==> src/rtl/wp_pkg.sv <==
package wp_pkg;
  localparam int CMD_W = 15;
  localparam int NCMD  = 5;

  typedef enum logic [2:0] {
    ST_IDLE, ST_S1, ST_S2, ST_S3, ST_S4, ST_S5, ST_ARM_ON, ST_ARM_OFF
  } wp_state_t;

  // command code indices
  localparam int K_AA = 0;  // 0xAA @ 0x5555
  localparam int K_55 = 1;  // 0x55 @ 0x2AAA
  localparam int K_A0 = 2;  // 0xA0 @ 0x5555
  localparam int K_80 = 3;  // 0x80 @ 0x5555
  localparam int K_20 = 4;  // 0x20 @ 0x5555

  localparam logic [CMD_W-1:0] CMD_ADDR [NCMD] =
    '{15'h5555, 15'h2AAA, 15'h5555, 15'h5555, 15'h5555};
  localparam logic [7:0] CMD_DATA [NCMD] =
    '{8'hAA, 8'h55, 8'hA0, 8'h80, 8'h20};
endpackage

==> src/rtl/wp_cmd_decode.sv <==
module wp_cmd_decode
  import wp_pkg::*;
#(
  parameter int ADDR_W = 17,
  parameter int DATA_W = 8
) (
  input  logic [ADDR_W-1:0] addr,
  input  logic [DATA_W-1:0] data,
  output logic [NCMD-1:0]   hit
);
  for (genvar i = 0; i < NCMD; i++) begin : g_cmd
    assign hit[i] = (addr[CMD_W-1:0] == CMD_ADDR[i]) && (data == CMD_DATA[i]);
  end
endmodule

==> src/rtl/wp_page_lock.sv <==
module wp_page_lock #(
  parameter int PAGE_W = 10
) (
  input  logic              clk,
  input  logic              rst,
  input  logic              clear,
  input  logic              load,
  input  logic [PAGE_W-1:0] page_in,
  output logic              valid,
  output logic              mismatch
);
  logic [PAGE_W-1:0] page_q;

  always_ff @(posedge clk) begin
    if (rst || clear) begin
      valid  <= 1'b0;
      page_q <= '0;
    end else if (load && !valid) begin
      valid  <= 1'b1;
      page_q <= page_in;
    end
  end

  assign mismatch = valid && (page_in != page_q);
endmodule

==> src/rtl/wp_seq.sv <==
module wp_seq
  import wp_pkg::*;
#(
  parameter int ADDR_W   = 17,
  parameter int DATA_W   = 8,
  parameter int PAGE_OFS = 7
) (
  input  logic              clk,
  input  logic              rst,
  input  logic              wr_stb,
  input  logic [ADDR_W-1:0] wr_addr,
  input  logic [DATA_W-1:0] wr_data,
  input  logic              cycle_done,
  output logic              wr_allow,
  output logic              prot
);
  localparam int PAGE_W = ADDR_W - PAGE_OFS;

  wp_state_t       state, state_nx;
  logic [NCMD-1:0] hit;
  logic            armed, commit, pg_valid, pg_mismatch, allow_nx;

  wp_cmd_decode #(.ADDR_W(ADDR_W), .DATA_W(DATA_W)) u_dec (
    .addr (wr_addr),
    .data (wr_data),
    .hit  (hit)
  );

  assign armed  = (state == ST_ARM_ON) || (state == ST_ARM_OFF);
  assign commit = cycle_done && armed;

  wp_page_lock #(.PAGE_W(PAGE_W)) u_page (
    .clk      (clk),
    .rst      (rst),
    .clear    (!armed || commit),
    .load     (wr_stb && armed),
    .page_in  (wr_addr[ADDR_W-1:PAGE_OFS]),
    .valid    (pg_valid),
    .mismatch (pg_mismatch)
  );

  always_comb begin
    state_nx = state;
    if (wr_stb && !armed) begin
      state_nx = hit[K_AA] ? ST_S1 : ST_IDLE;
      unique case (state)
        ST_S1: if (hit[K_55]) state_nx = ST_S2;
        ST_S2: begin
          if (hit[K_A0]) state_nx = ST_ARM_ON;
          if (hit[K_80]) state_nx = ST_S3;
        end
        ST_S3: if (hit[K_AA]) state_nx = ST_S4;
        ST_S4: if (hit[K_55]) state_nx = ST_S5;
        ST_S5: if (hit[K_20]) state_nx = ST_ARM_OFF;
        default: ;
      endcase
    end
    if (commit) state_nx = ST_IDLE;
  end

  always_comb begin
    allow_nx = 1'b0;
    if (wr_stb) begin
      if (armed) allow_nx = !pg_mismatch;
      else       allow_nx = !prot && (state_nx == ST_IDLE);
    end
  end

  always_ff @(posedge clk) begin
    if (rst) begin
      state    <= ST_IDLE;
      wr_allow <= 1'b0;
      prot     <= 1'b0;
    end else begin
      state    <= state_nx;
      wr_allow <= allow_nx;
      if (commit) prot <= (state == ST_ARM_ON);
    end
  end
endmodule

==> config.mk <==
export PLATFORM = sky130hd
export DESIGN_NAME = wp_seq
export DESIGN_NICKNAME = d
export VERILOG_FILES = /design/src/rtl/wp_pkg.sv /design/src/rtl/wp_cmd_decode.sv /design/src/rtl/wp_page_lock.sv /design/src/rtl/wp_seq.sv
export SDC_FILE = /design/constraint.sdc
export NUM_CORES = 1
export LEC_CHECK = 0
export CAP_MARGIN = 15
export CORE_MARGIN = 2
export CORE_UTILIZATION = 30
export CTS_CLUSTER_DIAMETER = 40
export CTS_CLUSTER_SIZE = 20
export DETAILED_ROUTE_END_ITERATION = 12
export DONT_BUFFER_PORTS = 1
export GPL_TIMING_DRIVEN = 1
export PLACE_DENSITY = 0.43
export SLEW_MARGIN = 20
export SYNTH_ARGS = -nofsm -noshare
export SYNTH_HDL_FRONTEND = slang
export SYNTH_SLANG_ARGS = --single-unit
==> constraint.sdc <==
create_clock -name clk -period 1.9 [get_ports clk]
set_clock_uncertainty 0.05 [all_clocks]
set_input_delay 0.095 -clock clk [delete_from_list [all_inputs] [get_ports clk]]
set_output_delay 0.095 -clock clk [all_outputs]
set_load 0.01 [all_outputs]
=== Word-level counts from Yosys, hierarchy flattened ===
Index checks and enable logic that the tools add are counted.

* Flip-flop bits (word level): 16
* Bits in latches: 0
* Memory bits (writable): 0
* ROM bits: 0
* Input bits: 29
* Output and inout bits: 2
* Logic and storage cells: 52
* Memories: 0

* $add $sub $neg: 0
* Multiply operators: 0
* Divide/modulo/power cells: 0
* Order comparisons: 0
* Equality and inequality tests: 15
* Shifts and indexed selects: 0
* Muxes and demuxes: 11
* Bitwise logic cells: 1
* Reduce and logical (&&, ||, !) cells: 20

{| class="wikitable"
|+ Operators by type and width
! operator !! number
|-
| $eq A8 B8 Y1 const B || 3
|-
| $mux W3 || 7
|-
| $eq A15 B14 Y1 const B || 1
|-
| $eq A15 B15 Y1 const B || 1
|-
| $pmux W3 S5 || 1
|-
| $eq A3 B3 Y1 const B || 4
|-
| $logic_and A1 B1 Y1 || 11
|-
| $ne A10 B10 Y1 || 1
|-
| $eq A8 B6 Y1 const B || 1
|-
| $eq A8 B7 Y1 const B || 1
|-
| $eq A3 B2 Y1 const B || 2
|-
| $logic_not A1 Y1 || 4
|-
| $eq A3 B1 Y1 const B || 1
|-
| $logic_not A3 Y1 || 1
|-
| $logic_or A1 B1 Y1 || 3
|-
| $mux W1 || 2
|-
| $mux W2 || 1
|-
| $reduce_or A2 Y1 || 1
|-
| $not A1 Y1 || 1
|}

=== Depth between registers and ports, before layout ===
* Word-level depth: 11
* Gate-level depth with buffers: 6

=== By module ===
Synthesis repeated with hierarchy kept, for this count alone.

* Cell total of the unflattened synthesis: 137
* Area, all modules: 1101.1 µm²

{| class="wikitable"
|+ By module, submodules not included
! module !! times used !! cells an instance !! area an instance (µm²)
|-
| wp_page_lock || 1 || 62 || 498.0
|-
| wp_seq || 1 || 50 || 399.1
|-
| wp_cmd_decode || 1 || 25 || 203.9
|}

=== Worst setup path before layout ===
No wires, ideal clock.

* Kind: register -> register
* From: register state[0]
* To: register state[1]
* Arrival time: 1.554 ns
* Data required time: 1.777 ns
* Setup slack: 0.224 ns
* Cell stages (with the launch flop): 7
* Period minus slack after synthesis: 1.676 ns
* Cell sequence: dfxtp_1 clkbuf_1 nor4bb_1 a22o_1 nand4_1 a211oi_2 nor3b_2

* Word-level cells in the longest chain between the ends: 6
* Elaborated cells between the ends (all ways): 14
* Classes of those cells: 7 x eq/ne; 3 x mux; 4 x reduce/logical

{| class="wikitable"
|+ Ends and longest elaborated chain
! element !! RTL line !! RTL
|-
| from (decl) || wp_seq.sv:19 || <nowiki>wp_state_t state, state_nx;</nowiki>
|-
| from (signal assigned) || wp_seq.sv:75 || <nowiki>state <= state_nx;</nowiki>
|-
| parallel branches: the longest is 5 deep, another holds $pmux W3 S5 || n/a ||
|-
| $mux W3 * || wp_seq.sv:58 || <nowiki>if (commit) state_nx = ST_IDLE;</nowiki>
|}

Mark *: on every way between the ends.
A chain may end at the register's enable or synchronous reset.

=== Worst setup path after layout ===
* From: register state[1]
* To: register state[1]

Same word-level chain as after synthesis.

==> impl_metrics.toml <==
[die]
die_area_sq_um = 4180
core-area_sq_um = 3610
start_util = 0.306
fp.dieW_um = 64.7
pin_count = 31
die_y_um = 64.7
rows = 22

[synthesis]
postSynthCellCount = 136
syn-cell-area_sq_um = 1100
ys.flop_type = "dfxtp_1"
avgSynthCellArea_sq_um = 8.12
synth_common_cells = "nand2_1, dfxtp_1, a21oi_1"
synth.distinct_cells = 39
synthMostInstantiatedCell = "nand2_1"
synth_top_area_cell = "dfxtp_1"
async_flop_share = 0
synth_warnings = 0
syn-num-nets = 165
synth_top_area_share = 0.290
synth_enable_flop_cells = 0
yosysSeqAreaShare = 0.290
ys_ff_latch = 16
synth_area_leaders = "dfxtp_1, nand2_1, xnor2_1"

[final_layout]
fin_nets = 179
drive_gt1_frac = 0.101
post-route-util = 0.373
area_growth_syn_to_layout_pct = 21.6
antenna_cells = 0

[cts]
numCtsBuffers = 3
clk_path_buf_depth = 2
worstSkewPairLatency_ns = 0.25
clock_sinks = 16
htreeDepth = 1
post_cts_resized = 0
cts_tree = "built"
clock-root-buffer = "clkbuf_8"
clk_pin_slew_ns = 0.06

[drt]
ant_nets = 0
first_pass_iters = 4
first_iter_violations = 38
drc = 0
routed_via_density = 5.22
drt-total-wl_um = 2860
route.vias.total = 1028
wl_per_cell_um = 14.5

[sta]
fin_ws_ns = 0.162
max_freq_mhz = 575
hold_slack_ns = 0.0220
finalSetupViolCount = 0
rsz0062_at_grt = "no"
period_minus_slack_ns = 1.74
maxSlewHeadroom = 0.729
tns_ns = 0
drv_slew = 0
worst_slew_pin_slew_ns = 0.403
hold_viol_final = 0
fin_crit_sh = 0.915

[placement]
gp_congestion = 0.794
pre_cts_slack_ns = 0.157
dp_hpwl_um = 2160
portBuffers = 0

[setup_path]
path_cells = "nor4bb_1, a22o_1, nand4_1, a211oi_2, nor3b_2"
criticalPathCategory = "register to register"
cp-end-kind = "register"
start_kind = "register"
critPathTopFamily = "simple AND/OR/NAND/NOR gates"
worstPathArrival_ns = 1.87
cp_max_fo = 8
slowest_stage = "nor4bb_1"
required_ns = 2.03
cp_num_buf_inv = 0
crit_path_max_incr_delay_ns = 0.40

[power_and_ir_drop]
vdd_drop_max_mv = 0.382
finalPower_uw = 726
power-per-cell-area_nw_per_um2 = 540
leakage_nw = 0.409

[run]
maxCapViolations = 0

[run_status]
status = "completed"

[global_routing]
gr-total-overflow = 0
grt_use_total = 0.154
grt_max_degree = 14
antenna_found_initial = 0
grt_pass1_vias = 1064
grt_first_pass_wirelength_um = 5090

[min_path]
holdCritPathClass = "input port to register"
[cell families after synthesis]
family,count (synthesis),share of synthesized area
XOR/XNOR,10,0.0793
AO/OA/AOI/OAI,25,0.159
buffers and inverters,7,0.0238
flip-flops,16,0.290
AND/OR/NAND/NOR,78,0.448
[metrics by stage]
step	area (sq um)	cells
detailed placement	1170	181
global placement	1170	181
finish	1340	197
floorplan	1100	136
global route	1340	197
CTS	1340	197
[sequential cells by signal, summed over array words and instances (netlist names)]
signal and count:
prot 1, state 3, u_page.page_q 10, u_page.valid 1, wr_allow 1
[path summary, 6_finish.rpt]
check	start	cells after the start	slack, ns	to
max reg2reg	state[1]	5	0.16	state[1]
min reg2reg	u_page.page_q[1]	2	0.42	u_page.page_q[1]
max	state[1]	5	0.16	state[1]
min	wr_stb	2	0.02	wr_allow
[cell usage in the layout (no fill, tap or decap), drive strengths merged, types with 2 or more instances in the layout]
cell	n
buf	4
a21oi	13
nand4b	4
dfxtp	16
nand3	3
nor3	6
or4b	2
nand4	3
and3	2
nor3b	3
nand2	28
nor4	2
or4bb	5
a211oi	3
nor2	6
nand2b	2
xnor2	8
nor4bb	3
clkbuf	4
xor2	2
dlygate4sd3	12
o2111ai	2
or3	2
[routing by layer]
layer | part of all wire | GRT usage | vias up
li1 | - | - | 532
met1 | 0.46 | 0.192 | 474
met2 | 0.48 | 0.266 | 22
met3 | 0.058 | 0.0451 | 0
met4 | 0 | 0.0239 | 0
met5 | 0 | 0 | -
[final cells by class]
type | count | area (sq um)
flip-flops and latches | 16 | 320
fillers | 383 | 2260
well taps | 48 | 60.1
multi-input cells | 113 | 758
clock buffers | 4 | 55.1
repair buffers | 16 | 150
[power breakdown]
part | leakage, nW | switching (mW) | internal [mW]
logic | 0.251 | 0.0294 | 0.0512
clock network | 0.0288 | 0.116 | 0.184
registers | 0.129 | 0.00628 | 0.339
[timing repair]
item / 4_1_cts / 5_1_grt
hold buffers: 12 / 0
endpoints found under the hold margin: 16 / 0
buffers inserted: 0 / 0
setup endpoints to repair: 0 / 0
(Power assumes the default switching activity.)
